<file path="src/rtl/rp_seq_pkg.sv">
package rp_seq_pkg;

   localparam int NSTEP = 20;

   typedef enum logic [4:0] {
      ST_IDLE        = 5'd0,
      ST_EP_RST      = 5'd1,
      ST_PHY_INIT    = 5'd2,
      ST_INIT_SETTLE = 5'd3,
      ST_CORE_RST    = 5'd4,
      ST_RST_SETTLE  = 5'd5,
      ST_MODE_CFG    = 5'd6,
      ST_PHY_PWR     = 5'd7,
      ST_HOLD        = 5'd8,
      ST_EP_REL      = 5'd9,
      ST_TRAIN       = 5'd10,
      ST_SAMPLE      = 5'd11,
      ST_SAMPLE_WAIT = 5'd12,
      ST_LINK_UP     = 5'd13,
      ST_LINK_TOUT   = 5'd14,
      ST_UW_RST      = 5'd15,
      ST_UW_CLK      = 5'd16,
      ST_UW_PWR      = 5'd17,
      ST_UW_EXIT     = 5'd18,
      ST_FAILED      = 5'd19
   } step_e;

   // Bit mask covering step indexes lo..hi inclusive.
   function automatic logic [NSTEP-1:0] step_span(input int lo, input int hi);
      logic [NSTEP-1:0] m;
      m = '0;
      for (int i = 0; i < NSTEP; i++) begin
         if (i >= lo && i <= hi) m[i] = 1'b1;
      end
      return m;
   endfunction

endpackage

</file>
<file path="src/rtl/rp_us_tick.sv">
module rp_us_tick #(
   parameter int CLK_MHZ = 100
) (
   input  logic clk,
   input  logic rst_n,
   input  logic restart,
   output logic tick
);
   generate
      if (CLK_MHZ == 1) begin : g_direct
         assign tick = 1'b1;
      end else begin : g_div
         localparam int PW = $clog2(CLK_MHZ);
         localparam logic [PW-1:0] LAST = PW'(CLK_MHZ - 1);
         logic [PW-1:0] pre_q;

         always_ff @(posedge clk or negedge rst_n) begin
            if (!rst_n)              pre_q <= '0;
            else if (restart)        pre_q <= '0;
            else if (pre_q == LAST)  pre_q <= '0;
            else                     pre_q <= pre_q + 1'b1;
         end

         assign tick = (pre_q == LAST);
      end
   endgenerate
endmodule

</file>
<file path="src/rtl/rp_wait_timer.sv">
module rp_wait_timer #(
   parameter int US_W = 17
) (
   input  logic            clk,
   input  logic            rst_n,
   input  logic            load,
   input  logic [US_W-1:0] load_us,
   input  logic            tick,
   output logic            expired
);
   logic [US_W-1:0] us_q;

   always_ff @(posedge clk or negedge rst_n) begin
      if (!rst_n)                     us_q <= '0;
      else if (load)                  us_q <= load_us;
      else if (tick && us_q != '0)    us_q <= us_q - 1'b1;
   end

   assign expired = (us_q == '0);
endmodule

</file>
<file path="src/rtl/rp_step_fsm.sv">
module rp_step_fsm
   import rp_seq_pkg::*;
#(
   parameter int US_W       = 17,
   parameter int SETTLE_US  = 1000,
   parameter int HOLD_US    = 100000,
   parameter int POLL_US    = 100000,
   parameter int POLL_TRIES = 10
) (
   input  logic            clk,
   input  logic            rst_n,
   input  logic            start,
   input  logic            phy_init_done,
   input  logic            phy_pwr_done,
   input  logic            phy_pwr_err,
   input  logic            link_active,
   input  logic            wait_over,
   output step_e           cur,
   output logic            tmr_load,
   output logic [US_W-1:0] tmr_us
);
   localparam int TRY_W = $clog2(POLL_TRIES + 1);
   localparam logic [TRY_W-1:0] TRY_LAST = TRY_W'(POLL_TRIES);

   step_e           cur_q, nxt;
   logic [TRY_W-1:0] tries_q;

   always_comb begin
      nxt = cur_q;
      unique case (cur_q)
         ST_IDLE, ST_LINK_UP, ST_LINK_TOUT, ST_FAILED:
            if (start) nxt = ST_EP_RST;
         ST_EP_RST:      if (wait_over) nxt = ST_PHY_INIT;
         ST_PHY_INIT:    if (phy_init_done) nxt = ST_INIT_SETTLE;
         ST_INIT_SETTLE: if (wait_over) nxt = ST_CORE_RST;
         ST_CORE_RST:    if (wait_over) nxt = ST_RST_SETTLE;
         ST_RST_SETTLE:  if (wait_over) nxt = ST_MODE_CFG;
         ST_MODE_CFG:    nxt = ST_PHY_PWR;
         ST_PHY_PWR: begin
            if (phy_pwr_err)       nxt = ST_UW_RST;
            else if (phy_pwr_done) nxt = ST_HOLD;
         end
         ST_HOLD:        if (wait_over) nxt = ST_EP_REL;
         ST_EP_REL:      if (wait_over) nxt = ST_TRAIN;
         ST_TRAIN:       nxt = ST_SAMPLE;
         ST_SAMPLE:      nxt = link_active ? ST_LINK_UP : ST_SAMPLE_WAIT;
         ST_SAMPLE_WAIT: begin
            if (wait_over) nxt = (tries_q == TRY_LAST) ? ST_LINK_TOUT : ST_SAMPLE;
         end
         ST_UW_RST:      nxt = ST_UW_CLK;
         ST_UW_CLK:      nxt = ST_UW_PWR;
         ST_UW_PWR:      nxt = ST_UW_EXIT;
         ST_UW_EXIT:     nxt = ST_FAILED;
         default:        nxt = ST_IDLE;
      endcase
   end

   always_comb begin
      unique case (nxt)
         ST_EP_RST, ST_INIT_SETTLE, ST_CORE_RST,
         ST_RST_SETTLE, ST_EP_REL:   tmr_us = US_W'(SETTLE_US);
         ST_HOLD:                     tmr_us = US_W'(HOLD_US);
         ST_SAMPLE_WAIT:              tmr_us = US_W'(POLL_US);
         default:                     tmr_us = '0;
      endcase
   end

   assign tmr_load = (nxt != cur_q);

   always_ff @(posedge clk or negedge rst_n) begin
      if (!rst_n) begin
         cur_q   <= ST_IDLE;
         tries_q <= '0;
      end else begin
         cur_q <= nxt;
         if (nxt == ST_EP_RST)
            tries_q <= '0;
         else if (cur_q == ST_SAMPLE && !link_active)
            tries_q <= tries_q + 1'b1;
      end
   end

   assign cur = cur_q;
endmodule

</file>
<file path="src/rtl/rp_port_drive.sv">
module rp_port_drive
   import rp_seq_pkg::*;
#(
   parameter int          MODE_W  = 4,
   parameter logic [3:0]  MODE_RC = 4'h4
) (
   input  step_e             cur,
   output logic [NSTEP-1:0]  step_oh,
   output logic              ep_rst_n,
   output logic              phy_init_req,
   output logic              phy_pwr_req,
   output logic              ctl_clk_en,
   output logic              ctl_rst,
   output logic [MODE_W-1:0] port_mode,
   output logic              phy_test_pd,
   output logic              pd_mux_en,
   output logic              l1_block,
   output logic              axi_wr_halt,
   output logic              ltssm_en,
   output logic              link_done,
   output logic              link_tout,
   output logic              seq_fail
);
   localparam logic [NSTEP-1:0] M_EP_OUT = step_span(int'(ST_EP_REL), int'(ST_LINK_TOUT));
   localparam logic [NSTEP-1:0] M_INIT   = step_span(int'(ST_PHY_INIT), int'(ST_UW_PWR));
   localparam logic [NSTEP-1:0] M_PWR    = step_span(int'(ST_PHY_PWR), int'(ST_UW_CLK));
   localparam logic [NSTEP-1:0] M_CLK    = step_span(int'(ST_CORE_RST), int'(ST_UW_RST));
   localparam logic [NSTEP-1:0] M_RST    = step_span(int'(ST_CORE_RST), int'(ST_CORE_RST))
                                         | step_span(int'(ST_UW_RST), int'(ST_FAILED));
   localparam logic [NSTEP-1:0] M_CFG    = step_span(int'(ST_MODE_CFG), int'(ST_FAILED));
   localparam logic [NSTEP-1:0] M_TRAIN  = step_span(int'(ST_TRAIN), int'(ST_LINK_TOUT));

   logic cfg_on;

   assign step_oh      = NSTEP'(1) << cur;
   assign ep_rst_n     = |(step_oh & M_EP_OUT);
   assign phy_init_req = |(step_oh & M_INIT);
   assign phy_pwr_req  = |(step_oh & M_PWR);
   assign ctl_clk_en   = |(step_oh & M_CLK);
   assign ctl_rst      = |(step_oh & M_RST);
   assign ltssm_en     = |(step_oh & M_TRAIN);
   assign cfg_on       = |(step_oh & M_CFG);

   assign port_mode    = cfg_on ? MODE_W'(MODE_RC) : '0;
   assign phy_test_pd  = ~cfg_on;
   assign pd_mux_en    = ~cfg_on;
   assign l1_block     = ~cfg_on;
   assign axi_wr_halt  = cfg_on;

   assign link_done    = step_oh[ST_LINK_UP];
   assign link_tout    = step_oh[ST_LINK_TOUT];
   assign seq_fail     = step_oh[ST_FAILED];
endmodule

</file>
<file path="src/rtl/rp_bringup_seq.sv">
module rp_bringup_seq
   import rp_seq_pkg::*;
#(
   parameter int         CLK_MHZ    = 100,
   parameter int         SETTLE_US  = 1000,
   parameter int         HOLD_US    = 100000,
   parameter int         POLL_US    = 100000,
   parameter int         POLL_TRIES = 10,
   parameter int         MODE_W     = 4,
   parameter logic [3:0] MODE_RC    = 4'h4
) (
   input  logic              clk,
   input  logic              rst_n,
   input  logic              start,
   input  logic              phy_init_done,
   input  logic              phy_pwr_done,
   input  logic              phy_pwr_err,
   input  logic              link_active,
   output logic              ep_rst_n,
   output logic              phy_init_req,
   output logic              phy_pwr_req,
   output logic              ctl_clk_en,
   output logic              ctl_rst,
   output logic [MODE_W-1:0] port_mode,
   output logic              phy_test_pd,
   output logic              pd_mux_en,
   output logic              l1_block,
   output logic              axi_wr_halt,
   output logic              ltssm_en,
   output logic              link_done,
   output logic              link_tout,
   output logic              seq_fail,
   output logic [NSTEP-1:0]  step_oh
);
   localparam int MAX_US = (HOLD_US > POLL_US)
                         ? ((HOLD_US > SETTLE_US) ? HOLD_US : SETTLE_US)
                         : ((POLL_US > SETTLE_US) ? POLL_US : SETTLE_US);
   localparam int US_W = $clog2(MAX_US + 1);

   generate
      if (CLK_MHZ < 1)    begin : g_bad_clk   $error("CLK_MHZ must be at least 1"); end
      if (SETTLE_US < 1)  begin : g_bad_set   $error("SETTLE_US must be at least 1"); end
      if (HOLD_US < 1)    begin : g_bad_hold  $error("HOLD_US must be at least 1"); end
      if (POLL_US < 1)    begin : g_bad_poll  $error("POLL_US must be at least 1"); end
      if (POLL_TRIES < 1) begin : g_bad_tries $error("POLL_TRIES must be at least 1"); end
      if (MODE_W < 3)     begin : g_bad_mode  $error("MODE_W must hold the root-complex code"); end
   endgenerate

   step_e           cur;
   logic            tmr_load, tick, wait_over;
   logic [US_W-1:0] tmr_us;

   rp_us_tick #(.CLK_MHZ(CLK_MHZ)) u_tick (
      .clk(clk), .rst_n(rst_n), .restart(tmr_load), .tick(tick)
   );

   rp_wait_timer #(.US_W(US_W)) u_timer (
      .clk(clk), .rst_n(rst_n), .load(tmr_load), .load_us(tmr_us),
      .tick(tick), .expired(wait_over)
   );

   rp_step_fsm #(
      .US_W(US_W), .SETTLE_US(SETTLE_US), .HOLD_US(HOLD_US),
      .POLL_US(POLL_US), .POLL_TRIES(POLL_TRIES)
   ) u_fsm (
      .clk(clk), .rst_n(rst_n), .start(start),
      .phy_init_done(phy_init_done), .phy_pwr_done(phy_pwr_done),
      .phy_pwr_err(phy_pwr_err), .link_active(link_active),
      .wait_over(wait_over), .cur(cur), .tmr_load(tmr_load), .tmr_us(tmr_us)
   );

   rp_port_drive #(.MODE_W(MODE_W), .MODE_RC(MODE_RC)) u_drive (
      .cur(cur), .step_oh(step_oh), .ep_rst_n(ep_rst_n),
      .phy_init_req(phy_init_req), .phy_pwr_req(phy_pwr_req),
      .ctl_clk_en(ctl_clk_en), .ctl_rst(ctl_rst), .port_mode(port_mode),
      .phy_test_pd(phy_test_pd), .pd_mux_en(pd_mux_en), .l1_block(l1_block),
      .axi_wr_halt(axi_wr_halt), .ltssm_en(ltssm_en), .link_done(link_done),
      .link_tout(link_tout), .seq_fail(seq_fail)
   );
endmodule

</file>
<file path="config.mk">
export PLATFORM = sky130hd
export DESIGN_NAME = rp_bringup_seq
export DESIGN_NICKNAME = d
export VERILOG_FILES = /design/src/rtl/rp_seq_pkg.sv /design/src/rtl/rp_us_tick.sv /design/src/rtl/rp_wait_timer.sv /design/src/rtl/rp_step_fsm.sv /design/src/rtl/rp_port_drive.sv /design/src/rtl/rp_bringup_seq.sv
export SDC_FILE = /design/constraint.sdc
export NUM_CORES = 1
export LEC_CHECK = 0
export ABC_AREA = 1
export CORE_MARGIN = 5
export CORE_UTILIZATION = 45
export CTS_BUF_LIST = sky130_fd_sc_hd__clkbuf_8 sky130_fd_sc_hd__clkbuf_16
export DETAILED_ROUTE_END_ITERATION = 8
export DONT_BUFFER_PORTS = 1
export GPL_ROUTABILITY_DRIVEN = 0
export PLACE_DENSITY = 0.68
export SYNTH_ARGS = -nofsm -noshare
export SYNTH_HDL_FRONTEND = slang
export SYNTH_HIERARCHICAL = 1
export SYNTH_SLANG_ARGS = --single-unit
</file>
<file path="constraint.sdc">
create_clock -name clk -period 6.2 [get_ports clk]
set_input_delay 0.93 -clock clk [delete_from_list [all_inputs] [get_ports clk]]
set_output_delay 0.93 -clock clk [all_outputs]
set_load 0.005 [all_outputs]
</file>
# Word level (Yosys, flattened, before mapping)
# Cells that the tools add are included.
[op_classes]
n_reduce_logical = 18
eq_ne = 29
n_addsub = 3
mux = 22
shifts = 1
n_bitwise = 1
[ops]
columns = ["cell", "count"]
rows = [
  ["case mux 5 bit (17 select lines)", 1],
  ["equality test 5 x 4 -> 1 bit, second input constant", 11],
  ["2-to-1 mux 5 bit", 11],
  ["2-to-1 mux 17 bit", 2],
  ["case mux 17 bit (2 select lines)", 1],
  ["equality test 5 x 3 -> 1 bit, second input constant", 6],
  ["equality test 5 bit, second input constant", 4],
  ["<< shifter 1 x 5 -> 20 bit, first input constant", 1],
  ["zero test 17 bit", 1],
  ["nonzero test 17 bit", 1],
  ["subtractor 17 x 1 -> 17 bit, second input constant", 1],
  ["OR reduction 16 bit", 1],
  ["equality test 5 x 2 -> 1 bit, second input constant", 3],
  ["2-to-1 mux 7 bit", 2],
  ["OR reduction 14 bit", 1],
  ["OR reduction 12 bit", 1],
  ["OR reduction 6 bit", 2],
  ["equality test 5 x 1 -> 1 bit, second input constant", 2],
  ["OR reduction 10 bit", 1],
  ["OR reduction 5 bit", 2],
  ["2-to-1 mux 4 bit", 2],
  ["adder 7 x 1 -> 7 bit, second input constant", 1],
  ["equality test 7 bit, second input constant", 1],
  ["2-to-1 mux 3 bit", 2],
  ["other kinds (11)", 13],
]
[word_totals]
reg_bits = 33
out_inout_bits = 37
in_bits = 7
elab_cells = 78

# Logic depth before layout (Yosys ltp)
# Gate-level depths: netlist (run 1).
[depth]
word_depth = 8
depth_mapped = 25
depth_no_buf = 23

# Hierarchy
# Netlist (run 1), hierarchy kept.
[by_module_without_submodules]
columns = ["module", "area_per_inst_um2", "cells_each", "n_inst", "seq_area_each_um2"]
rows = [
  ["rp_wait_timer", 1346.3, 204, 1, 425.4],
  ["rp_step_fsm", 1137.3, 172, 1, 225.2],
  ["rp_port_drive", 396.6, 88, 1, 0.0],
  ["rp_us_tick", 354.1, 44, 1, 175.2],
]

# Least setup slack after synthesis (run 1)
# No wires, ideal clock.
[synth_path]
path_type = "register to register"
start = "register u_timer.us_q[0]"
end = "register u_timer.us_q[3]"
stages_incl_launch_ff = 23
period_less_slack_ns = 2.955
t_arrival_ns = 2.838
n_path_buf = 2
setup_slack_ns = 3.245
required_ns = 6.083
setup_ns = 0.117
path_cell_list = "dfrtp_1 > inv_1 > ha_1 > nand3_2 > nor2_4 > nand3b_4 > inv_1 > nand2_1 > inv_1 > nand3_1 > nand3_1 > nand2_1 > inv_1 > nand3_4 > xor2_1 > nor2_1 > nand2_1 > buf_2 > clkinv_1 > clkbuf_1 > a31oi_1 > nand2_2 > o21ai_2"
[synth_via]
elab_cells_between_ends = 26
cone_classes = "1 x add/sub; 8 x eq/ne; 11 x mux; 6 x reduce/logical"
[synth_lines]
columns = ["item", "line", "text"]
rows = [
  ["from (decl)", "rp_wait_timer.sv:11", "logic [US_W-1:0] us_q;"],
  ["from (signal assigned)", "rp_wait_timer.sv:15", "else if (load) us_q <= load_us;"],
  ["from (signal assigned)", "rp_wait_timer.sv:16", "else if (tick && us_q != '0) us_q <= us_q - 1'b1;"],
  ["zero test 17 bit *", "rp_wait_timer.sv:19", "assign expired = (us_q == '0);"],
  ["named net wait_over", "rp_bringup_seq.sv:50", "logic tmr_load, tick, wait_over;"],
  ["2-to-1 mux 5 bit, or another cell as far along", "rp_step_fsm.sv:48", "if (wait_over) nxt = (tries_q == TRY_LAST) ? ST_LINK_TOUT : ST_SAMPLE;"],
  ["case mux 5 bit (17 select lines) *", "rp_step_fsm.sv:30", "unique case (cur_q)"],
  ["named net u_fsm.nxt[0]", "rp_step_fsm.sv:25", "step_e cur_q, nxt;"],
  ["inequality test 5 bit *", "rp_step_fsm.sv:68", "assign tmr_load = (nxt != cur_q);"],
  ["named net tmr_load", "rp_bringup_seq.sv:50", ""],
  ["2-to-1 mux 17 bit or nonzero test 2 bit (tied branches)", "--", ""],
]
# Mark *: on every way through the listed nets, which the timed path passes. The rest lies on a longest branch. The select of a mux whose other input is x is not followed.
# A chain may end at the register's enable or synchronous reset.

# Worst setup path after layout (run 1)
[layout_path]
start = "register u_timer.us_q[0]"
end = "register u_timer.us_q[4]"
# Same word-level chain as after synthesis.

==> results.toml, run 1 <==
[grt]
overflow = 0
antenna_found_initial = 0
gr-usage-all-layers = 0.162
grt_max_degree = 34
grt_pass1_wl_um = 11900
first_global_vias = 2715

[synthesis]
synth_edf_count = 0
synthDistinctLibCells = 37
synth_top_family_by_area = "simple AND/OR/NAND/NOR gates"
ys_ff_latch = 33
postSynthCellCount = 508
synth_flop_cell = "dfrtp_1"
synthMuxAreaShare = 0
synth_top_area_cell = "dfrtp_1"
synthSimpleGateAreaFrac = 0.507
synthXorXnorAreaFrac = 0.0217
synth-compound-area-share = 0.0611
synth_top_area_share = 0.255
synthTopCellsByArea = "dfrtp_1, nand2_1, nand3_1"
synthAdderAreaFrac = 0.0155
ys_seq_area_frac = 0.255
synth_warnings = 6
async_flop_share = 1.00
synth.cell_area_um2 = 3230
syn_avg_cell_area_um2 = 6.37

[floorplanning]
ioPinCount = 44
die_w_um = 94.8
start_util = 0.453
rows = 31
die-area_um2 = 8980
core_area_um2 = 7140
die_h_um = 94.8

[clock_network]
cts_resized = 0
clk_latency_ns = 0.30
cts_setup_buffers = 0
clockBufferDepth = 2
cts_sinks = 33
hold_buffers = 0
h-tree-depth = 2
path_clk_slew_ns = 0.08
clockRootBuffer = "clkbuf_8"
cts_tree = "built"
cts_buffers = 5

[final_layout]
final_layout_size_suffix_gt1_frac = 0.164
mostFrequentLayoutCell = "nand2_1"
ff_latch_area_um2 = 826
nFillCells = 738
final-instance-count-excl-fill = 593
final_nets = 504
syn2layout_area_growth_pct = 0.503
antenna_cells = 0
multiInputGateArea_um2 = 2000
final_cell_mix = "nand2_1, nor2_1, nand3_1, inv_1, dfrtp_1"

[placement]
dp_slack_ns = 2.01
io_buffers = 0
dpl.hpwl_um = 5290
placed_cells_incl_taps = 585

[timing]
setup_viol = 0
worst-slew-pin-transition_ns = 0.707
finalHoldViolCount = 0
rsz0062_at_grt = "false"
period_share = 0.677
holdWs_ns = 0.320
post-route-worst-setup-slack_ns = 2.00
slew_headroom = 0.526
period_minus_slack_ns = 4.20
clock.fmax_mhz = 238
skew_ns = 0.00553
tns_ns = 0
slew_viol_final = 0

[setup_path]
crit_family = "simple AND/OR/NAND/NOR gates"
worstSetupPathType = "register to register"
reg2reg_depth = 20
rrSetupSlack_ns = 2.00
cp_max_fo = 26
r2r_start = "u_timer/us_q[0]"
crit_chain = "inv_1 > ha_1 > nand3_2 > nor2_4 > nand3b_4 > inv_1 > nand2_1 > inv_1 > nand3_1 > nand3_1 > nand2_1 > inv_1 > nand3_4 > xor2_1 > nor2_1 > nand2_1 > clkinv_1 > nand2_4 > nand2_1 > o21ai_2"
crit_required_ns = 6.42
critPathLaunchType = "register"
r2r-end = "u_timer/us_q[4]"
slowest_stage = "clkinv_1"
slowest_delay_ns = 0.76
cp.arrival_ns = 4.42
cp_num_buf_inv = 5
cp-end-kind = "register"
cp_num_cells = 20

[detailed_routing]
wl_um = 6920
drc = 0
drt-initial-drc-count = 162
post_drt_wl_per_cell_um = 11.7
drtAntennaViolNets = 0
drt-pass1-iter-count = 5
viasPerCell = 4.96
vias = 2944

[run_status]
outcome = "finished, final reports clean"

[run]
cap_violations = 0

[worst_hold_path]
hold_path.class = "input port to asynchronous set/reset pin"
per-layer routing:
metal	track usage	wire length (µm)	up-vias
met4	0.0601	139	0
li1	-	-	1530
met5	0	0	-
met2	0.271	3170	91
met3	0.0295	464	17
met1	0.207	3150	1306
cell type report:
| type | count | share of cell area |
|---|---|---|
| inverters | 56 | 0.0647 |
| clock buffers | 5 | 0.0212 |
| clock inverters | 3 | 0.00693 |
| flip-flops and latches | 33 | 0.254 |
| multi-input cells | 397 | 0.615 |
| well taps | 99 | 0.0381 |
worst max path at each step:
stage                          startpoint         endpoint  slack (ns)
after global routing      u_timer/us_q[0]  u_timer/us_q[6]        1.36
final                     u_timer/us_q[0]  u_timer/us_q[4]        2.00
after global placement    u_timer/us_q[0]  u_timer/us_q[4]        2.17
after CTS                 u_timer/us_q[0]  u_timer/us_q[6]        1.99
after detailed placement  u_timer/us_q[0]  u_timer/us_q[6]        2.01
after floorplan           u_timer/us_q[0]  u_timer/us_q[3]        3.25
worst reg2reg max path, delay by kind of cell (launching register included):
family,cells,cell delay (ns)
AOI/OAI and AO/OA,1,0.08
xor gates and xnor gates,1,0.15
adders and majority gates,1,0.23
buffers and inverters,5,1.14
DFF,1,0.38
and+or+nand+nor,12,2.13
synthesized netlist by cell type (4+ instances only):
cell,n
nand2_1,132
inv_1,48
nor2_1,84
ha_1,4
xor2_1,6
nand2_2,18
nand3_1,65
inv_2,7
o21ai_2,10
buf_4,24
nor2_4,5
nand3_2,8
nand4_1,4
nor2_2,13
o21ai_0,7
dfrtp_1,33
a21oi_1,8
per-stage QoR:
stage / area (µm²) / utilization
floorplan: 3270 / -
global placement: 3160 / 0.443
detailed placement: 3160 / 0.443
CTS: 3250 / 0.455
global route: 3250 / 0.455
finish: 3250 / 0.455
sequential cells by signal, summed over array words and instances (netlist names):
register            count
u_fsm/cur               5
u_fsm/tries_q           4
u_tick/g_div.pre_q      7
u_timer/us_q           17
cells by family after synthesis:
group / after synthesis
other: 2
flip-flops: 33
buffers and inverters: 87
adder cells (fa/ha/maj): 4
AO/OA/AOI/OAI: 30
XOR/XNOR: 8
AND/OR/NAND/NOR: 344
Power of run 1 is not shown: default switching activity piles up to over one toggle a cycle in this logic, so the estimate is an artifact.
==> run 2, diff against run 1 <==
==> constraint.sdc (replaced) <==
create_clock -name clk -period 4.4 [get_ports clk]
set_input_delay 0.66 -clock clk [delete_from_list [all_inputs] [get_ports clk]]
set_output_delay 0.66 -clock clk [all_outputs]
set_load 0.005 [all_outputs]
==> results.toml, run 2 (synthesis results as in run 1) <==
[detailed_routing]
drc = 0
wl_um = 6930
viasPerCell = 4.93
drt-pass1-iter-count = 5
drtAntennaViolNets = 0
drt-initial-drc-count = 167
vias = 2927
post_drt_wl_per_cell_um = 11.7

[run]
cap_violations = 0

[timing]
clock.fmax_mhz = 268
finalHoldViolCount = 0
rsz0062_at_grt = "false"
period_minus_slack_ns = 3.72
period_share = 0.846
skew_ns = 0.00987
slew_headroom = 0.500
tns_ns = 0
worst-slew-pin-transition_ns = 0.745
slew_viol_final = 0
holdWs_ns = 0.0587
setup_viol = 0
post-route-worst-setup-slack_ns = 0.676

[final_layout]
nFillCells = 779
final_layout_size_suffix_gt1_frac = 0.166
largest_reg_flops = 17
antenna_cells = 0
mostFrequentLayoutCell = "nand2_1"
top_register = "u_timer/us_q"
final_nets = 505
final_cell_mix = "nand2_1, nor2_1, nand3_1, inv_1, dfrtp_1"
syn2layout_area_growth_pct = 0.580
ff_latch_area_um2 = 826
multiInputGateArea_um2 = 2000
postLayoutCoreUtil = 0.456

[worst_hold_path]
hold_path.class = "input port to asynchronous set/reset pin"

[setup_path]
reg2reg_depth = 20
r2r_start = "u_timer/us_q[0]"
slowest_delay_ns = 0.62
cp_max_fo = 26
crit_chain = "inv_1 > ha_1 > nand3_2 > nor2_4 > nand3b_4 > inv_1 > nand2_1 > inv_1 > nand3_1 > nand3_1 > nand2_1 > inv_1 > nand3_4 > xor2_1 > nor2_1 > nand2_1 > clkinv_1 > nand2_4 > nand2_1 > o21ai_2"
rrSetupSlack_ns = 0.68
cp-end-kind = "register"
critPathLaunchType = "register"
crit_required_ns = 4.62
cp_num_buf_inv = 5
cp.arrival_ns = 3.94
crit_family = "simple AND/OR/NAND/NOR gates"
worstSetupPathType = "register to register"
r2r-end = "u_timer/us_q[4]"
slowest_stage = "nand2_4"

[grt]
antenna_found_initial = 0
first_global_vias = 2803
grt_pass1_wl_um = 12000
overflow = 0
gr-usage-all-layers = 0.163
grt_max_degree = 34

[floorplanning]
die-area_um2 = 8980
core_area_um2 = 7140
die_w_um = 94.8
rows = 31
ioPinCount = 44
die_h_um = 94.8
start_util = 0.453

[clock_network]
clk_latency_ns = 0.29
hold_buffers = 0
cts_resized = 0
cts_tree = "built"
cts_sinks = 33
h-tree-depth = 2
clockBufferDepth = 2
cts_setup_buffers = 0
path_clk_slew_ns = 0.08
cts_buffers = 5
clockRootBuffer = "clkbuf_8"

[placement]
io_buffers = 0
dp_slack_ns = 0.695
dpl.hpwl_um = 5270

[run_status]
outcome = "finished, final reports clean"
-- run 2: cell count changes in the layout (fill, tap and decap cells not counted), sizes merged --
| cell | change |
|---|---|
| clkinvlp | -2 |
| clkinv | +2 |
| buf | +1 |
-- run 2: routing by layer --
| metal | global-route usage | up-vias | wire, µm |
|---|---|---|---|
| met5 | 0 | - | 0 |
| li1 | - | 1536 | - |
| met2 | 0.300 | 76 | 3240 |
| met3 | 0.0295 | 11 | 387 |
| met4 | 0.0397 | 0 | 81 |
| met1 | 0.194 | 1304 | 3220 |
-- run 2: cell type report --
type | count | share of cell area
Clock buffer | 5 | 0.0212
Clock inverter | 3 | 0.00538
Sequential cell | 33 | 0.254
Timing Repair Buffer | 1 | 0.00231
Inverter | 56 | 0.0646
Multi-Input combinational cell | 397 | 0.615
Tap cell | 99 | 0.0381
-- run 2: how the worst max path moves through the flow --
stage,startpoint,endpoint,slack [ns],cells after the start
6_report,u_timer/us_q[0],u_timer/us_q[4],0.68,20
4_1_cts,u_timer/us_q[0],u_timer/us_q[4],0.68,20
3_3_place_gp,u_timer/us_q[0],u_timer/us_q[4],0.92,20
2_1_floorplan,u_timer/us_q[0],u_timer/us_q[3],1.45,22
5_1_grt,u_timer/us_q[0],u_timer/us_q[4],0.27,20
3_5_place_dp,u_timer/us_q[0],u_timer/us_q[4],0.70,20
-- run 2: worst reg2reg max path: stages, from the launching register on --
cell and delay [ns]:
dfrtp_1 0.38, inv_1 0.13, ha_1 0.24, nand3_2 0.15, nor2_4 0.24, nand3b_4 0.12, inv_1 0.13, nand2_1 0.06
inv_1 0.07, nand3_1 0.08, nand3_1 0.08, nand2_1 0.05, inv_1 0.08, nand3_4 0.11, xor2_1 0.16, nor2_1 0.07
nand2_1 0.08, clkinv_1 0.59, nand2_4 0.62, nand2_1 0.13, o21ai_2 0.07
-- run 2: through the flow --
step / cells / instance area (µm²)
final: 594 / 3250
after global routing: 594 / 3250
after CTS: 594 / 3250
after detailed placement: 586 / 3170
after global placement: 586 / 3170
after floorplan: 517 / 3270
Power of run 2 is left out for the same reason.
==> run 3, diff against run 2 <==
--- a/config.mk
+++ b/config.mk
@@ -12,7 +12,7 @@
 export DETAILED_ROUTE_END_ITERATION = 8
 export DONT_BUFFER_PORTS = 1
 export GPL_ROUTABILITY_DRIVEN = 0
-export PLACE_DENSITY = 0.68
+export PLACE_DENSITY = 0.7
 export SYNTH_ARGS = -nofsm -noshare
 export SYNTH_HDL_FRONTEND = slang
 export SYNTH_HIERARCHICAL = 1
==> constraint.sdc (replaced) <==
create_clock -name clk -period 3.1 [get_ports clk]
set_input_delay 0.465 -clock clk [delete_from_list [all_inputs] [get_ports clk]]
set_output_delay 0.465 -clock clk [all_outputs]
set_load 0.005 [all_outputs]
==> results.toml, run 3 (synthesis results as in run 1) <==
[run_status]
outcome = "finished, final reports clean"

[clock_network]
clockRootBuffer = "clkbuf_8"
cts_buffers = 5
cts_sinks = 33
path_clk_slew_ns = 0.08
cts_tree = "built"
clockBufferDepth = 2
clk_latency_ns = 0.29
h-tree-depth = 2

[setup_path]
cp_num_buf_inv = 5
reg2reg_depth = 22
r2r_start = "u_timer/us_q[1]"
critPathLaunchType = "register"
slowest_stage = "dfrtp_1"
crit_family = "simple AND/OR/NAND/NOR gates"
r2r-end = "u_timer/us_q[4]"
crit_required_ns = 3.27
worstSetupPathType = "register to register"
cp_max_fo = 19
rrSetupSlack_ns = 0.23
critPathMostFrequentCell = "nand2_1"
cp-end-kind = "register"
crit_chain = "inv_1 > ha_2 > nand3_2 > nor2_4 > nand3b_4 > inv_1 > inv_1 > nand2_1 > nand2_1 > nand2_1 > nand2_1 > nor2_2 > nand3_2 > inv_2 > nand2_1 > a21oi_1 > nand2_1 > buf_6 > a21oi_1 > a21oi_1 > nand2_1 > o21ai_2"
slowest_delay_ns = 0.39
cp.arrival_ns = 3.04

[detailed_routing]
drc = 0
drt-initial-drc-count = 209
drt-pass1-iter-count = 5
drtAntennaViolNets = 0
vias = 3024
post_drt_wl_per_cell_um = 12.2
wl_um = 7360
viasPerCell = 5.01

[floorplanning]
core_area_um2 = 7140
die_h_um = 94.8
ioPinCount = 44
die_w_um = 94.8
start_util = 0.453
rows = 31
die-area_um2 = 8980

[timing]
skew_ns = 0.00598
period_minus_slack_ns = 2.87
setup_viol = 0
slew_viol_final = 0
period_share = 0.926
post-route-worst-setup-slack_ns = 0.230
clock.fmax_mhz = 348
finalHoldViolCount = 0

[final_layout]
final_nets = 514
nFillCells = 749
largest_reg_flops = 17
final_cell_mix = "nand2_1, nor2_1, nand3_1, inv_1, dfrtp_1"
antenna_cells = 0
syn2layout_area_growth_pct = 5.03
mostFrequentLayoutCell = "nand2_1"
top_register = "u_timer/us_q"
final_layout_size_suffix_gt1_frac = 0.183

[placement]
dp_slack_ns = -0.0630
dpl.hpwl_um = 5580
io_buffers = 0

[worst_hold_path]
min_delay_worst_endpoint = "u_fsm/cur[4]"
holdPathStages = 3
holdCritStartpoint = "start"
hold_path.class = "input port to register"

[grt]
overflow = 0
first_global_vias = 2812
gr-usage-all-layers = 0.169
grt_pass1_wl_um = 12300
grt_max_degree = 34
antenna_found_initial = 0

[run]
cap_violations = 0
==> run 3: cell types whose count changed in the layout (fill, tap and decap cells not counted), sizes merged <==
cell         before  now
buf               1    9
bufinv            0    1
clkinv            3    2
dlygate4sd3       0    1
==> run 3: cell type report <==
cell class	count	area (µm²)	share of cell area
multi-input combinational	397	2010	0.592
inverter	56	215	0.0634
clock buffer	5	68.8	0.0203
tap	99	124	0.0365
clock inverter	3	46.3	0.0136
sequential	33	826	0.243
timing repair buffer	10	106	0.0313
==> run 3: through the flow <==
stage	cells	instance area [µm²]	util	TNS, ns	hold slack, ns
5_1_grt	603	3400	0.476	-0.320	0.466
4_1_cts	602	3370	0.472	0	0.448
6_report	603	3400	0.476	0	0.465
3_5_place_dp	592	3210	0.450	-0.403	0.170
3_3_place_gp	592	3210	0.450	0	0.171
2_1_floorplan	517	3270	-	0	0.169
==> run 3: worst register-to-register path, cell delays in order, from the launching register on <==
cell and delay [ns]:
dfrtp_1 0.39, inv_1 0.10, ha_2 0.21, nand3_2 0.13, nor2_4 0.16, nand3b_4 0.10, inv_1 0.13, inv_1 0.10
nand2_1 0.07, nand2_1 0.06, nand2_1 0.05, nand2_1 0.06, nor2_2 0.09, nand3_2 0.12, inv_2 0.10, nand2_1 0.06
a21oi_1 0.16, nand2_1 0.15, buf_6 0.20, a21oi_1 0.13, a21oi_1 0.08, nand2_1 0.08, o21ai_2 0.05
==> run 3: repair_timing <==
| item | CTS | global route |
|---|---|---|
| endpoints found under the setup margin | 16 | 16 |
| hold buffers | 2 | 0 |
| pin swaps | 0 | 0 |
| resized for setup | 2 | 4 |
| setup buffers | 0 | 1 |
| endpoints found under the hold margin | 33 | 0 |
==> run 3: worst max-delay path by stage <==
stage	depth (start not counted)	startpoint	slack, ns	to
after floorplan	22	u_timer/us_q[0]	0.15	u_timer/us_q[3]
after global placement	20	u_timer/us_q[1]	0.06	u_timer/us_q[6]
after detailed placement	20	u_timer/us_q[1]	-0.06	u_timer/us_q[6]
after CTS	22	u_timer/us_q[1]	0.21	u_timer/us_q[12]
after global routing	23	u_timer/us_q[1]	-0.04	u_timer/us_q[15]
final	22	u_timer/us_q[1]	0.23	u_timer/us_q[4]
==> run 3: metal layers <==
| layer | vias to the layer above | share of wire | GRT usage |
|---|---|---|---|
| li1 | 1549 | - | - |
| met1 | 1375 | 0.44 | 0.211 |
| met2 | 94 | 0.49 | 0.294 |
| met3 | 6 | 0.060 | 0.0295 |
| met4 | 0 | 0.0098 | 0.0529 |
| met5 | - | 0 | 0 |
Power of run 3 is left out for the same reason.
